## src/rtl/tws_pkg.sv

```systemverilog
package tws_pkg;

    typedef enum logic [3:0] {
        ST_IDLE,
        ST_ADDR,
        ST_ADDR_ACK,
        ST_PTR,
        ST_PTR_ACK,
        ST_WDATA,
        ST_WDATA_ACK,
        ST_RDATA,
        ST_RDATA_ACK,
        ST_IGNORE
    } tws_state_e;

endpackage

```

## src/rtl/tws_sync.sv

```systemverilog
// Synchronizer for one bus line; also returns the value one clock older
// so that edges can be seen downstream.
module tws_sync #(
    parameter int STAGES = 2,
    parameter bit INIT   = 1'b1
) (
    input  logic clk,
    input  logic rst_n,
    input  logic d,
    output logic q,
    output logic q_prev
);
    logic [STAGES:0] chain;

    always_ff @(posedge clk or negedge rst_n) begin
        if (!rst_n)
            chain <= {(STAGES + 1){INIT}};
        else
            chain <= {chain[STAGES-1:0], d};
    end

    assign q      = chain[STAGES-1];
    assign q_prev = chain[STAGES];
endmodule

```

## src/rtl/tws_cond.sv

```systemverilog
// Bus event decoder working on synchronized line values.
module tws_cond (
    input  logic scl,
    input  logic scl_prev,
    input  logic sda,
    input  logic sda_prev,
    output logic start,
    output logic stop,
    output logic scl_rise,
    output logic scl_fall
);
    assign scl_rise = scl & ~scl_prev;
    assign scl_fall = ~scl & scl_prev;
    assign start    = scl & scl_prev & sda_prev & ~sda;
    assign stop     = scl & scl_prev & ~sda_prev & sda;
endmodule

```

## src/rtl/tws_regslave.sv

```systemverilog
module tws_regslave
    import tws_pkg::*;
#(
    parameter int              DW          = 8,
    parameter int              SYNC_STAGES = 2,
    parameter logic [DW-2:0]   DEV_ADDR    = 7'h58
) (
    input  logic          clk,
    input  logic          rst_n,
    input  logic          scl_i,
    input  logic          sda_i,
    output logic          sda_oe,
    output logic [DW-1:0] reg_addr,
    output logic [DW-1:0] reg_wdata,
    output logic          reg_we,
    output logic          reg_re,
    input  logic [DW-1:0] reg_rdata
);
    localparam int             CW       = $clog2(DW + 1);
    localparam logic [CW-1:0]  CNT_FULL = CW'(DW);
    localparam int             NLINES   = 2;

    logic [NLINES-1:0] line_raw, line_s, line_p;
    logic scl_s, scl_p, sda_s, sda_p;
    logic start, stop, scl_rise, scl_fall;

    tws_state_e      state, nxt;
    logic [CW-1:0]   cnt;
    logic [DW-1:0]   shreg, txreg, ptr;
    logic            rx_state, cnt_state, byte_done;

    assign line_raw = {scl_i, sda_i};

    generate
        for (genvar g = 0; g < NLINES; g++) begin : g_sync
            tws_sync #(.STAGES(SYNC_STAGES), .INIT(1'b1)) u_sync (
                .clk    (clk),
                .rst_n  (rst_n),
                .d      (line_raw[g]),
                .q      (line_s[g]),
                .q_prev (line_p[g])
            );
        end
    endgenerate

    assign scl_s = line_s[1];
    assign scl_p = line_p[1];
    assign sda_s = line_s[0];
    assign sda_p = line_p[0];

    tws_cond u_cond (
        .scl      (scl_s),
        .scl_prev (scl_p),
        .sda      (sda_s),
        .sda_prev (sda_p),
        .start    (start),
        .stop     (stop),
        .scl_rise (scl_rise),
        .scl_fall (scl_fall)
    );

    assign rx_state  = (state == ST_ADDR) || (state == ST_PTR) || (state == ST_WDATA);
    assign cnt_state = rx_state || (state == ST_RDATA);
    assign byte_done = (cnt == CNT_FULL);

    // next-state decode
    always_comb begin
        nxt = state;
        if (stop) begin
            nxt = ST_IDLE;
        end else if (start) begin
            nxt = ST_ADDR;
        end else if (scl_fall) begin
            unique case (state)
                ST_ADDR:      if (byte_done)
                                  nxt = (shreg[DW-1:1] == DEV_ADDR) ? ST_ADDR_ACK : ST_IGNORE;
                ST_ADDR_ACK:  nxt = shreg[0] ? ST_RDATA : ST_PTR;
                ST_PTR:       if (byte_done) nxt = ST_PTR_ACK;
                ST_PTR_ACK:   nxt = ST_WDATA;
                ST_WDATA:     if (byte_done) nxt = ST_WDATA_ACK;
                ST_WDATA_ACK: nxt = ST_IGNORE;
                ST_RDATA:     if (byte_done) nxt = ST_RDATA_ACK;
                ST_RDATA_ACK: nxt = ST_IGNORE;
                ST_IDLE:      nxt = ST_IDLE;
                ST_IGNORE:    nxt = ST_IGNORE;
                default:      nxt = ST_IDLE;
            endcase
        end
    end

    // state register and byte datapath
    always_ff @(posedge clk or negedge rst_n) begin
        if (!rst_n) begin
            state <= ST_IDLE;
            cnt   <= '0;
            shreg <= '0;
            txreg <= '0;
            ptr   <= '0;
        end else begin
            state <= nxt;
            if (start || stop) begin
                cnt <= '0;
            end else if (scl_rise && cnt_state) begin
                cnt <= cnt + 1'b1;
                if (rx_state)
                    shreg <= {shreg[DW-2:0], sda_s};
            end else if (scl_fall) begin
                if (byte_done)
                    cnt <= '0;
                if (state == ST_PTR && byte_done)
                    ptr <= shreg;
                if (state == ST_ADDR_ACK && shreg[0])
                    txreg <= reg_rdata;
                if (state == ST_RDATA && !byte_done)
                    txreg <= {txreg[DW-2:0], 1'b0};
            end
        end
    end

    // outputs
    always_comb begin
        sda_oe    = 1'b0;
        reg_we    = 1'b0;
        reg_re    = 1'b0;
        reg_addr  = ptr;
        reg_wdata = shreg;
        unique case (state)
            ST_ADDR_ACK: begin
                sda_oe = 1'b1;
                reg_re = scl_fall && shreg[0] && !start && !stop;
            end
            ST_PTR_ACK, ST_WDATA_ACK: sda_oe = 1'b1;
            ST_WDATA:  reg_we = scl_fall && byte_done && !start && !stop;
            ST_RDATA:  sda_oe = ~txreg[DW-1];
            default: ;
        endcase
    end
endmodule

```

## config.mk

```make
export PLATFORM = sky130hd
export DESIGN_NAME = tws_regslave
export DESIGN_NICKNAME = d
export VERILOG_FILES = /design/src/rtl/tws_pkg.sv /design/src/rtl/tws_sync.sv /design/src/rtl/tws_cond.sv /design/src/rtl/tws_regslave.sv
export SDC_FILE = /design/constraint.sdc
export NUM_CORES = 1
export LEC_CHECK = 0
export BUFFER_PORTS_ARGS = -buffer_cell sky130_fd_sc_hd__buf_2
export CORE_ASPECT_RATIO = 2
export CORE_MARGIN = 2
export CORE_UTILIZATION = 30
export CTS_BUF_LIST = sky130_fd_sc_hd__clkbuf_2
export CTS_CLUSTER_DIAMETER = 100
export DETAILED_ROUTE_END_ITERATION = 12
export HOLD_SLACK_MARGIN = 0.05
export PLACE_DENSITY = 0.57
export SYNTH_ARGS = -nofsm -noshare
export SYNTH_HDL_FRONTEND = slang
export SYNTH_SLANG_ARGS = --single-unit
```

## constraint.sdc

```tcl
create_clock -name clk -period 2.77 [get_ports clk]
set_clock_uncertainty 0.15 [all_clocks]
set_input_delay 0.4155 -clock clk [delete_from_list [all_inputs] [get_ports clk]]
set_output_delay 0.4155 -clock clk [all_outputs]
set_load 0.01 [all_outputs]
```

==> flow_summary_export.csv, run 1 <==
group,metric,value,unit
synthesis,netlist_instances,149,
sta,slew_headroom,0.4322,
detailed_routing,drt-total-wl,3.694,mm
clock_network,cts_buffers,5,
clock_network,path_clk_slew,0.19,ns
detailed_routing,final_antenna_net_count,0,
sta,setup-tns-final,0,ns
clock_network,clk_path_buf_depth,2,
synthesis,synth_top_area_cell,"dfrtp_1",
finish,n_antenna_cell,0,
placement,port-buffer-count,30,
finish,regArea,958.4,µm²
setup_path,cp-start-kind,"register",
synthesis,synth_simple_gate_area_share,0.1394,
setup_path,crit_path_cell_trace,"inv_1 -> ha_1 -> nand3b_1 -> nor4_1 -> buf_2",
clock_network,cts_sinks,38,
die,start_util,0.3090,
sta,slew_viol_final,0,
die,fp.coreArea,0.005956,mm²
grt,grt_pass1_wl,6.306,mm
detailed_routing,first_pass_iters,4,
die,die_y,114.8,µm
setup_path,critPathLaunch,"cnt[0]",
setup_path,regToRegStartpoint,"cnt[0]",
synthesis,ys.flop_type,"dfrtp_1",
synthesis,seq_area_frac_synth,0.5207,
placement,hpwl,2.756,mm
synthesis,synth_commonest_cells,"32 x dfrtp_1, 28 x mux2_1, 6 x dfstp_2, 6 x nand2_1, 6 x nor2_1",
detailed_routing,viasPerCell,5.104,
clock_network,cts_tree,"done",
sta,layout_worst_path_cycle_share,0.8712,
grt,grt_pass1_vias,1330,
power,ir_drop,0.2694,mV
outcome,status,"finished clean",
synthesis,synthAdderAreaFrac,0.01360,
synthesis,synth_edf_count,0,
sta,hold_viol,0,
clock_network,root_buffer,"clkbuf_2",
placement,gp_congestion,0.7572,
sta,fmax,0.4144,GHz
synthesis,yosys_register_bits,38,
synthesis,netlist.area_leader.share,0.4351,
power,leakagePower,1.050,nW
power,power,1.278,mW
setup_path,reg2reg_slack,0.53,ns
detailed_routing,drc,0,
grt,antenna_found_initial,0,
setup_path,max_stage_delay,0.45,ns
grt,grt_max_degree,39,
finish,fin_nets,201,
run,cap_violations,0,
setup_path,cp.arrival,1.85,ns
grt,groute.usage.overall,0.1249,
clock_network,insertion_delay,0.39,ns
worst_hold_path,worstHoldPathType,"in -> reg",
finish,post-route-util,0.3588,
sta,grt_setup_unrepaired,"false",
finish,fill_cells,604,
synthesis,synth-compound-area-share,0.09585,
synthesis,synthArstFlopShare,1.000,
die,core.rowCount,40,
finish,syn_to_final_growth,16.11,%
die,io_pins,31,
setup_path,crit_required,2.20,ns
setup_path,crit_type,"reg -> out",
sta,setup_viol,0,
synthesis,netlist_area,0.001841,mm²
synthesis,syn-mean-instance-area,12.35,µm²
synthesis,yosysMostFrequentCell,"dfrtp_1",
sta,min_period,2.413,ns
die,die_w,59.39,µm
setup_path,cp-end-kind,"primary output",
setup_path,path_max_fanout,6,
die,dieArea,0.006816,mm²
finish,layout-drive-gt1-share,0.2766,
synthesis,synth_cell_types,45,
detailed_routing,routed-via-count,1281,
setup_path,cp_slowest_cell,"dfrtp_1",
detailed_routing,first_iter_violations,29,
power,power-per-cell-area,598.2,mW/mm²
finish,multi_input_area,839.6,µm²
clock_network,htree_num_levels,2,
synthesis,yosysWarnings,0,
setup_path,crit_path_end,"reg_we",
clock_network,post_cts_resized,0,
synthesis,synth.area.top_cells,"dfrtp_1 44%, mux2_1 17%, dfstp_2 8.6%",
synthesis,synth_xor_area_frac,0.01903,
grt,overflow,0,
sta,worst_pin_slew,0.8517,ns
setup_path,r2r_end,"txreg[2]",
detailed_routing,wl_per_cell,14.72,µm
synthesis,syn-num-nets,163,
synthesis,synth_top_family_by_area,"multiplexers",
synthesis,synthMuxAreaShare,0.1883,
setup_path,r2r_cells,6,
## flip-flops by register name (all words and copies together) (netlist names)
register	count
g_sync.u_sync.chain	6
cnt	4
reg_wdata	8
txreg	8
state	4
reg_addr	8
## kinds of logic (layout without fill, tap and decap cells)
group           Yosys count  count (layout)
compound gates           25              25
flops                    38              38
buf+inv                  10              49
mux                      31              31
fa+ha+maj                 2               2
simple gates             39              39
xor+xnor                  4               4
## stage by stage
| stage | setup WS [ns] | hold slack [ns] | area [µm²] | instances |
|---|---|---|---|---|
| final | 0.3568 | 0.07882 | 2137 | 251 |
| after global routing | 0.1858 | 0.07336 | 2137 | 251 |
| after CTS | 0.3233 | 0.05708 | 2137 | 251 |
| after detailed placement | 0.5365 | 0.1968 | 2068 | 240 |
| after global placement | 0.5771 | 0.1962 | 2068 | 240 |
| after floorplan | 0.7102 | -0.03009 | 1841 | 149 |
## layer usage
metal,vias up,global-route usage,share of wire,routed length [µm]
met5,-,0,0,0
met3,6,0.02700,0.025,92
met1,631,0.1270,0.38,1416
met2,20,0.2278,0.56,2087
met4,0,0.06364,0.027,98
li1,624,-,-,-
## layout by cell type, fill, tap and decap left out, types with 2 or more instances in the layout
cell	synthesis	routed
nand3b_1	3	3
dfrtp_1	32	32
nor4_1	2	2
and3b_1	2	2
a21oi_1	5	5
dfstp_2	6	6
nand2_1	6	6
mux2_1	28	28
a22o_1	3	3
and2b_1	2	2
a31oi_1	2	2
o21a_1	2	2
mux2i_1	2	2
xor2_1	2	2
o21ai_1	4	4
ha_1	2	2
nand2b_1	4	4
nor3_1	3	3
dlygate4sd3_1	0	3
buf_4	0	3
xnor2_1	2	2
inv_1	4	4
clkbuf_2	0	6
nor2_1	6	6
buf_2	4	30
## worst min path at each step
| stage | start | endpoint | slack, ns | depth (start not counted) |
|---|---|---|---|---|
| 2_1_floorplan | rst_n | cnt[0] | -0.03 | 0 |
| 3_3_place_gp | g_sync[1].u_sync.chain[0] | g_sync[1].u_sync.chain[1] | 0.20 | 0 |
| 3_5_place_dp | g_sync[1].u_sync.chain[0] | g_sync[1].u_sync.chain[1] | 0.20 | 0 |
| 4_1_cts | reg_rdata[0] | txreg[0] | 0.06 | 3 |
| 5_1_grt | reg_rdata[0] | txreg[0] | 0.07 | 3 |
| 6_report | reg_rdata[0] | txreg[0] | 0.08 | 3 |
## final cells by class
cell class                      count  share of cell area
Multi-Input combinational cell    101              0.3929
Clock buffer                        6             0.01405
Clock inverter                      2            0.004098
Timing Repair Buffer               36             0.09485
Tap cell                           63             0.03689
Sequential cell                    38              0.4485
Inverter                            5            0.008782
## where the power goes
part	leakage (nW)	total (mW)	switching, mW	internal (mW)
Combinational	0.532	0.300	0.152	0.148
Sequential	0.488	0.738	0.104	0.634
Clock	0.0304	0.240	0.178	0.0620
## timing repair
action                    CTS  global route
buffers inserted            0             0
hold buffers                3             0
hold endpoints to repair   34             0
## worst max-delay path: cells and delay by family (launching register included)
kind / cells / cell delay (ns)
and+or+nand+nor: 2 / 0.59
DFF: 1 / 0.45
buffers and inverters: 2 / 0.26
adders and majority gates: 1 / 0.15
Note: power is estimated with default switching activity, not from simulation.
==> run 2, diff against run 1 <==
==> constraint.sdc (replaced) <==
create_clock -name clk -period 2.77 [get_ports clk]
set_clock_uncertainty 0.15 [all_clocks]
set_input_delay 0.1385 -clock clk [delete_from_list [all_inputs] [get_ports clk]]
set_output_delay 0.1385 -clock clk [all_outputs]
set_load 0.01 [all_outputs]
==> flow_summary_export.csv, run 2 (synthesized netlist as in run 1, its figures left out) <==
group,metric,value,unit
setup_path,cp-end-kind,"register",
placement,hpwl,2.756,mm
sta,worst_pin_slew,0.8425,ns
die,dieArea,0.006816,mm²
setup_path,path_max_fanout,7,
power,ir_drop,0.2693,mV
sta,min_period,2.243,ns
detailed_routing,first_iter_violations,26,
run,cap_violations,0,
sta,slew_viol_final,0,
detailed_routing,final_antenna_net_count,0,
sta,hold_slack,0.2118,ns
setup_path,path_buf_inv,1,
detailed_routing,first_pass_iters,4,
power,switching_share,0.3384,
power,pwr-share-clk,0.187,
setup_path,cp_slowest_cell,"dfrtp_1",
clock_network,post_cts_resized,0,
finish,syn_to_final_growth,20.46,%
placement,gp_congestion,0.7572,
detailed_routing,viasPerCell,5.042,
sta,grt_setup_unrepaired,"false",
detailed_routing,wl_met1,1.439,mm
detailed_routing,wl_met2,2.130,mm
worst_hold_path,worstHoldPathType,"in -> async",
detailed_routing,routed-via-count,1306,
grt,grt_pass1_wl,6.382,mm
power,p_sw,0.4352,mW
power,leakagePower,1.084,nW
power,seq_power_share,0.573,
clock_network,cts_tree,"done",
grt,grt_max_degree,39,
setup_path,crit_path_cell_trace,"inv_1 -> ha_1 -> and3b_1 -> nor4_4 -> mux2_1 -> mux2_1",
grt,antenna_found_initial,0,
sta,hold_viol,0,
sta,fmax,0.4458,GHz
finish,layout_commonest_cell,"dfrtp_1",
finish,layout-drive-gt1-share,0.2653,
clock_network,cts_sinks,38,
setup_path,crit_type,"reg -> reg",
detailed_routing,dr_wl_met3,88,µm
clock_network,cts_buffers,5,
placement,port-buffer-count,30,
detailed_routing,drt-total-wl,3.757,mm
finish,final_cell_mix,"32 x dfrtp_1, 30 x buf_2, 28 x mux2_1",
die,fp.coreArea,0.005956,mm²
grt,groute.usage.overall,0.1261,
detailed_routing,drc,0,
grt,grt_pass1_vias,1353,
power,p_comb_frac,0.240,
clock_network,clk_path_buf_depth,2,
setup_path,max_stage_delay,0.43,ns
grt,overflow,0,
clock_network,cts_hold_buf,11,
finish,fin_nets,209,
setup_path,crit_required,2.92,ns
die,start_util,0.3090,
clock_network,root_buffer,"clkbuf_2",
die,core.rowCount,40,
setup_path,cp.arrival,2.39,ns
clock_network,postCtsSetupBuffers,0,
clock_network,path_clk_slew,0.19,ns
clock_network,htree_num_levels,2,
die,io_pins,31,
sta,layout_worst_path_cycle_share,0.8098,
sta,slew_headroom,0.4383,
finish,fill_cells,595,
sta,setup-tns-final,0,ns
setup_path,cp_common_cell,"mux2_1",
detailed_routing,wl_per_cell,14.51,µm
clock_network,insertion_delay,0.39,ns
die,die_w,59.39,µm
setup_path,cp-start-kind,"register",
setup_path,crit_family,"multiplexers",
die,die_y,114.8,µm
detailed_routing,top_layer_used,"met4",
finish,n_antenna_cell,0,
power,power-per-cell-area,580.0,mW/mm²
power,internal_power,0.8508,mW
sta,setup_viol,0,
outcome,status,"finished clean",
-- run 2: cell types whose count changed in the layout (fill, tap and decap cells not counted) --
cell           change
dlygate4sd3_1      +8
-- run 2: worst paths after layout --
kind | from | endpoint | slack (ns) | cells after the start
worst max register to register | cnt[0] | txreg[2] | 0.53 | 6
min in group clk | g_sync[1].u_sync.chain[0] | g_sync[1].u_sync.chain[1] | 0.22 | 0
worst max-delay path | cnt[0] | txreg[2] | 0.53 | 6
worst min-delay path | rst_n | state[0] | 0.21 | 2
max in group asynchronous | rst_n | reg_wdata[0] | 1.72 | 2
worst min register to register | g_sync[1].u_sync.chain[0] | g_sync[1].u_sync.chain[1] | 0.22 | 0
-- run 2: metrics by stage --
stage          total power [mW]  utilization  instances  worst slack [ns]  area [µm²]
3_5_place_dp              1.055       0.3473        240            0.5365        2068
2_1_floorplan            0.9102            -        149            0.7102        1841
3_3_place_gp              1.050       0.3473        240            0.5771        2068
4_1_cts                   1.314       0.3723        259            0.4900        2217
6_report                  1.286       0.3723        259            0.5270        2217
5_1_grt                   1.383       0.3723        259            0.3673        2217
-- run 2: area by class of cell --
type	instances	area, µm²	share of cell area
Sequential cell	38	958.4	0.4323
Multi-Input combinational cell	101	839.6	0.3787
Clock inverter	2	8.758	0.003950
Tap cell	63	78.83	0.03555
Clock buffer	6	30.03	0.01354
Inverter	5	18.77	0.008465
Timing Repair Buffer	44	282.8	0.1275
-- run 2: power by group through the flow --
| stage | clock, mW | combinational [mW] | sequential, mW |
|---|---|---|---|
| floorplan | 0 | 0.173 | 0.737 |
| global placement | 0 | 0.300 | 0.749 |
| detailed placement | 0 | 0.303 | 0.751 |
| CTS | 0.259 | 0.316 | 0.740 |
| global route | 0.278 | 0.349 | 0.757 |
| finish | 0.240 | 0.308 | 0.737 |
-- run 2: routing by layer --
| layer | up-vias | GRT usage |
|---|---|---|
| li1 | 638 | - |
| met1 | 642 | 0.1284 |
| met2 | 20 | 0.2300 |
| met3 | 6 | 0.02700 |
| met4 | 0 | 0.06364 |
| met5 | - | 0 |
==> run 3, diff against run 2 <==
Clock period 2.77 ns to 2.4 ns, I/O delays scaled along.
==> flow_summary_export.csv, run 3 (synthesized netlist as in run 1, its figures left out) <==
group,metric,value,unit
outcome,status,"finished clean",
grt,antenna_found_initial,1,
power,leakagePower,1.092,nW
power,power-per-cell-area,671.1,mW/mm²
grt,grt_pass1_vias,1407,
detailed_routing,drt-total-wl,3.735,mm
clock_network,clk_path_buf_depth,2,
clock_network,path_clk_slew,0.19,ns
setup_path,crit_family,"multiplexers",
placement,post-place-ws,0.3188,ns
run,cap_violations,0,
sta,setup_viol,0,
finish,layout_commonest_cell,"dfrtp_1",
setup_path,max_stage_delay,0.43,ns
power,p_comb_frac,0.242,
sta,hold_slack,0.2173,ns
finish,syn_to_final_growth,21.07,%
die,fp.coreArea,0.005956,mm²
grt,overflow,0,
die,die_y,114.8,µm
die,dieArea,0.006816,mm²
die,start_util,0.3090,
die,core.rowCount,40,
setup_path,r2r_end,"txreg[3]",
sta,setup_ws,0.3113,ns
setup_path,r2r_cells,7,
sta,grt_setup_unrepaired,"false",
setup_path,cp_common_cell,"mux2_1",
detailed_routing,first_pass_iters,4,
sta,hold_viol,0,
power,seq_power_share,0.567,
placement,gp_congestion,0.7852,
clock_network,htree_num_levels,2,
setup_path,crit_type,"reg -> reg",
sta,setup-tns-final,0,ns
finish,final_cell_mix,"32 x dfrtp_1, 30 x buf_2, 28 x mux2_1",
placement,port-buffer-count,30,
setup_path,cp_slowest_cell,"dfrtp_1",
detailed_routing,final_antenna_net_count,0,
power,ir_drop,0.5110,mV
sta,worst_pin_slew,0.8583,ns
clock_network,post_cts_resized,0,
detailed_routing,drc,0,
power,switching_share,0.3333,
placement,hpwl,2.758,mm
detailed_routing,wl_per_cell,14.31,µm
setup_path,path_max_fanout,7,
detailed_routing,first_iter_violations,14,
die,io_pins,31,
setup_path,cp-start-kind,"register",
grt,grt_pass1_wl,6.465,mm
setup_path,crit_required,2.53,ns
grt,groute.usage.overall,0.1266,
detailed_routing,routed-via-count,1326,
sta,slew_viol_final,0,
setup_path,path_buf_inv,2,
clock_network,cts_sinks,38,
sta,fmax,0.4788,GHz
worst_hold_path,worstHoldPathType,"in -> async",
finish,fin_nets,210,
detailed_routing,viasPerCell,5.080,
die,die_w,59.39,µm
setup_path,cp-end-kind,"register",
grt,grt_max_degree,39,
clock_network,cts_tree,"done",
clock_network,insertion_delay,0.37,ns
power,internal_power,0.9970,mW
setup_path,crit_path_cell_trace,"inv_1 -> ha_1 -> and3b_1 -> nor4_4 -> buf_4 -> mux2_1 -> mux2_1",
finish,fill_cells,601,
setup_path,cp.arrival,2.22,ns
sta,min_period,2.089,ns
power,pwr-share-clk,0.192,
finish,layout-drive-gt1-share,0.2741,
setup_path,regToRegStartpoint,"cnt[0]",
power,p_sw,0.4985,mW
clock_network,cts_buffers,5,
sta,slew_headroom,0.4278,
setup_path,reg2reg_slack,0.31,ns
clock_network,root_buffer,"clkbuf_2",
sta,layout_worst_path_cycle_share,0.8703,
## run 3: cell types whose count changed in the layout (fill, tap and decap cells not counted), sizes merged
cell    delta
clkbuf     +2
clkinv     -2
buf        +1
diode      +1
## run 3: cell type report
class                           count  area, µm²  area share
Sequential cell                    38      958.4      0.4301
Multi-Input combinational cell    101      839.6      0.3768
Timing Repair Buffer               45      290.3      0.1303
Tap cell                           63      78.83     0.03537
Clock buffer                        8      40.04     0.01797
Inverter                            5      18.77    0.008422
Antenna cell                        1      2.502    0.001123
## run 3: routing by layer
metal  vias up  track usage  routed length (µm)
li1        639            -                   -
met1       645       0.1323                1438
met2        30       0.2190                2013
met3        12      0.02137                 122
met4         0      0.08939                 160
met5         -            0                   0
## run 3: timing repair
action,CTS,global route
endpoints found under the hold margin,42,0
buffers inserted,0,0
setup endpoints to repair,0,0
hold buffers,11,0
## run 3: worst max-delay path by stage
stage	endpoint	start	cells past startpoint	slack, ns
2_1_floorplan	txreg[1]	cnt[0]	6	0.34
3_3_place_gp	txreg[2]	state[3]	4	0.36
3_5_place_dp	txreg[5]	cnt[0]	7	0.32
4_1_cts	txreg[5]	cnt[0]	7	0.29
5_1_grt	reg_we	cnt[1]	5	0.16
6_report	txreg[3]	cnt[0]	7	0.31
## run 3: power groups by stage
stage,clock network (mW),logic [mW],registers (mW)
2_1_floorplan,0,0.200,0.851
3_3_place_gp,0,0.347,0.863
3_5_place_dp,0,0.352,0.865
4_1_cts,0.305,0.367,0.852
5_1_grt,0.327,0.404,0.871
6_report,0.287,0.361,0.848
## run 3: stage by stage
stage,std cells,instance area (µm²),power (mW),util
final,261,2228,1.496,0.3742
after global routing,261,2228,1.602,0.3742
after CTS,260,2226,1.524,0.3737
after detailed placement,241,2076,1.217,0.3485
after global placement,241,2076,1.210,0.3485
after floorplan,149,1841,1.051,-
